[src/rtl/event_delay_combiner.sv]
`timescale 1ns/1ps
module event_delay_combiner #(
  parameter int NUM_CH = 3,
  parameter int CODE_W = 4,
  parameter int CNT_W  = 8
) (
  input  logic              clk,
  input  logic              rst_n,
  input  logic [NUM_CH-1:0] src_ev,
  input  logic [CODE_W-1:0] delay_code,
  input  logic [NUM_CH-1:0] ch_mask,
  output logic [NUM_CH-1:0] dly_ev,
  output logic              comb_ev
);

  localparam int LAST_CODE = 13;
  localparam int LAST_DOUBLING = 5;

  function automatic logic [CNT_W-1:0] decode(input logic [CODE_W-1:0] c);
    int v;
    int ci;
    ci = int'(c);
    if (ci == 0 || ci > LAST_CODE) v = 0;
    else if (ci <= LAST_DOUBLING)  v = 1 << (ci - 1);
    else                           v = (ci - 4) * 16;
    return v[CNT_W-1:0];
  endfunction

  logic [CNT_W-1:0] span;
  logic             bypass;

  assign span   = decode(delay_code);
  assign bypass = (span == '0);

  for (genvar i = 0; i < NUM_CH; i++) begin : g_ch
    logic [CNT_W-1:0] cnt;
    logic             fire;

    always_ff @(posedge clk or negedge rst_n) begin
      if (!rst_n) begin
        cnt  <= '0;
        fire <= 1'b0;
      end else if (bypass) begin
        cnt  <= '0;
        fire <= 1'b0;
      end else if (src_ev[i]) begin
        if (span == CNT_W'(1)) begin
          cnt  <= '0;
          fire <= 1'b1;
        end else begin
          cnt  <= span - 1'b1;
          fire <= 1'b0;
        end
      end else if (cnt != '0) begin
        cnt  <= cnt - 1'b1;
        fire <= (cnt == CNT_W'(1));
      end else begin
        fire <= 1'b0;
      end
    end

    assign dly_ev[i] = bypass ? src_ev[i] : fire;
  end

  assign comb_ev = |(dly_ev & ch_mask);

endmodule

[config.mk]
export PLATFORM = sky130hd
export DESIGN_NAME = event_delay_combiner
export DESIGN_NICKNAME = d
export VERILOG_FILES = /design/src/rtl/event_delay_combiner.sv
export SDC_FILE = /design/constraint.sdc
export NUM_CORES = 1
export LEC_CHECK = 0
export ABC_AREA = 1
export CAP_MARGIN = 20
export CORE_ASPECT_RATIO = 1.1
export CORE_MARGIN = 5
export CORE_UTILIZATION = 31
export DETAILED_ROUTE_END_ITERATION = 7
export DONT_BUFFER_PORTS = 1
export PLACE_DENSITY = 0.47
export SLEW_MARGIN = 20
export SYNTH_ARGS = -nofsm -noshare
export SYNTH_HDL_FRONTEND = slang
export SYNTH_SLANG_ARGS = --single-unit
export TNS_END_PERCENT = 5
[constraint.sdc]
create_clock -name clk -period 6.3 [get_ports clk]
set_input_delay 0.945 -clock clk [delete_from_list [all_inputs] [get_ports clk]]
set_output_delay 0.945 -clock clk [all_outputs]
set_load 0.005 [all_outputs]
==> results.json <==
{
  "viasPerCell": 4.81,
  "synth_edf_count": 0,
  "wl_per_cell_um": 13.1,
  "cp_cell_sequence": "inv_2 > ha_1 > inv_2 > nand2_1 > nand2_2 > nand2_4 > inv_4 > nor2_4 > nand2_1 > or2_2 > ha_1 > inv_1 > nor2_2 > nand2_4 > nand2_1 > nand3_1 > nand3_1",
  "setup_viol": 0,
  "ys_types": 33,
  "dp_hpwl_um": 4420,
  "clk_latency_ns": 0.28,
  "synthFlopType": "dfrtp_1",
  "critPathMaxFanout": 31,
  "use_met2": 0.217,
  "die_w_um": 94.5,
  "wirelength_um": 5760,
  "fin_tns_setup_ns": 0,
  "max_cap_viol_count": 0,
  "r2r_cells": 6,
  "synth_nets": 371,
  "numCtsBuffers": 3,
  "die_area_um2": 9720,
  "antenna_found_initial": 0,
  "hold_path_class": "in2async",
  "setup_ws_ns": 2.24,
  "core_um2": 7560,
  "worstSetupPathType": "in2out",
  "crit_path_start_kind": "primary input",
  "grt.total_usage": 0.125,
  "vias": 2117,
  "portBuffers": 0,
  "rrSetupSlack_ns": 4.52,
  "period_needed_ns": 4.06,
  "syn_inst": 340,
  "cts_tree": "yes",
  "rsz0062_at_grt": "false",
  "syn_to_final_growth_pct": 4.94,
  "cts_buffer_depth": 2,
  "firstDrtPassIters": 6,
  "hold_violations": 0,
  "ys.warnings.count": 0,
  "ys_seq_elements": 27,
  "critPathArrivalTime_ns": 3.12,
  "drt_iter0_markers": 72,
  "syn_area_per_cell_um2": 7.15,
  "cts_root_buffer": "clkbuf_8",
  "place_ws_ns": 2.24,
  "final_antenna_net_count": 0,
  "cts.sinks": 27,
  "report.final.slew_viol_count": 0,
  "slew_headroom": 0.636,
  "multi_input_area_um2": 1530,
  "tightest_slew_ns": 0.541,
  "cp_data_required_time_ns": 5.35,
  "row_count": 33,
  "cts_setup_buffers": 0,
  "grt.met3_usage": 0.0182,
  "n_fill_cell": 831,
  "ir_drop_mv": 0.0726,
  "grt_first_pass_wirelength_um": 9630,
  "overflow": 0,
  "postCtsHoldBufs": 0,
  "clk_pin_slew_ns": 0.10,
  "power_uw": 592,
  "reg2reg_to": "g_ch[1].cnt[1]",
  "fin_nets": 367,
  "ctsResizeCount": 0,
  "grt_max_degree": 32,
  "cp-end-kind": "primary output",
  "fmax_ghz": 0.246,
  "power.density_nw_per_um2": 232,
  "ff_latch_area_um2": 676,
  "layout_common_cells": "nand2_1 (59), inv_1 (41), nor2_1 (37)",
  "htree_num_levels": 1,
  "cpMostUsedCell": "nand2_1",
  "die_h_um": 103,
  "syn_area_um2": 2430,
  "r2r-start": "g_ch[1].cnt[4]",
  "gp_congestion": 0.838,
  "async_flop_share": 1.00,
  "final_common_cell": "nand2_1",
  "ios": 16,
  "start_util": 0.322,
  "critPathMaxStageDelay_ns": 0.31,
  "slowest_stage": "or2_2",
  "skew_ns": 0.00816,
  "synth-seq-area-share": 0.278,
  "drt_drc_violations_left": 0,
  "outcome": "finished clean",
  "finalCritPeriodShare": 0.645,
  "leakage_uw": 0.00130,
  "final_layout_size_suffix_gt1_frac": 0.107,
  "diodes": 0,
  "grt_util_met1": 0.163,
  "busiest_layer": "met2",
  "grt_pass1_vias": 2046
}
[critical path: cells and delay by family]
kind | cells | cell delay, ns
and+or+nand+nor | 11 | 1.48
adders and majority gates | 2 | 0.43
buffers and inverters | 4 | 0.27
[Yosys cell counts (2+ instances only)]
library cell | n | area share
nor2_1 | 37 | 0.057
nand3_1 | 34 | 0.070
xor2_1 | 9 | 0.032
o211ai_1 | 7 | 0.022
inv_1 | 41 | 0.063
buf_6 | 2 | 0.0093
nor3_1 | 3 | 0.0062
nand4_1 | 9 | 0.023
o21ai_1 | 3 | 0.0062
nand2_2 | 8 | 0.021
clkbuf_1 | 5 | 0.0077
ha_1 | 19 | 0.098
nand3_2 | 4 | 0.016
o21ai_0 | 13 | 0.027
nand2_4 | 5 | 0.023
nor4_1 | 2 | 0.0051
and2_1 | 4 | 0.010
inv_2 | 2 | 0.0031
o21a_1 | 2 | 0.0062
dfrtp_1 | 27 | 0.28
o21bai_4 | 2 | 0.015
buf_4 | 2 | 0.0062
or2_2 | 5 | 0.013
a21oi_1 | 26 | 0.053
nand2_1 | 59 | 0.091
nor2_2 | 3 | 0.0077
[logic make-up (layout without fill, tap and decap cells)]
logic type,after synthesis,after routing,synth area share
AO/OA/AOI/OAI,55,55,0.136
XOR/XNOR,9,9,0.0324
adder cells (fa/ha/maj),19,19,0.0977
buffers and inverters,53,48,0.0921
flip-flops,27,27,0.278
AND/OR/NAND/NOR,177,177,0.364
[power breakdown]
part           switching [µW]  internal, µW
clock network            59.7          45.5
logic                     141          88.5
registers                40.1           218
total                     241           352
[layer usage]
layer	up-vias	wire (µm)	share of wire
li1	1110	-	-
met1	979	2840	0.49
met2	26	2690	0.47
met3	2	195	0.034
met4	0	29	0.0050
met5	-	0	0
[worst max path at each step]
| stage | from | slack, ns | to |
|---|---|---|---|
| 2_1_floorplan | delay_code[0] | 2.62 | comb_ev |
| 3_3_place_gp | delay_code[0] | 2.27 | comb_ev |
| 3_5_place_dp | delay_code[0] | 2.24 | comb_ev |
| 4_1_cts | delay_code[0] | 2.23 | comb_ev |
| 5_1_grt | delay_code[0] | 2.00 | comb_ev |
| 6_report | delay_code[0] | 2.24 | comb_ev |
[metrics by stage]
stage / area, µm² / hold WS [ns] / cells / utilization
after floorplan: 2430 / 0.476 / 340 / -
after global placement: 2510 / 0.511 / 436 / 0.332
after detailed placement: 2510 / 0.506 / 436 / 0.332
after CTS: 2550 / 0.338 / 440 / 0.338
after global routing: 2550 / 0.326 / 440 / 0.338
final: 2550 / 0.344 / 440 / 0.338
[state kept, by name, summed over array words and instances (netlist names)]
signal,flops
g_ch.cnt,24
g_ch.fire,3
[area by class of cell]
type,instances,share of cell area
Multi-Input combinational cell,260,0.600
Sequential cell,27,0.265
Inverter,44,0.0657
Tap cell,105,0.0515
Clock buffer,4,0.0176
(Power assumes the default switching activity.)
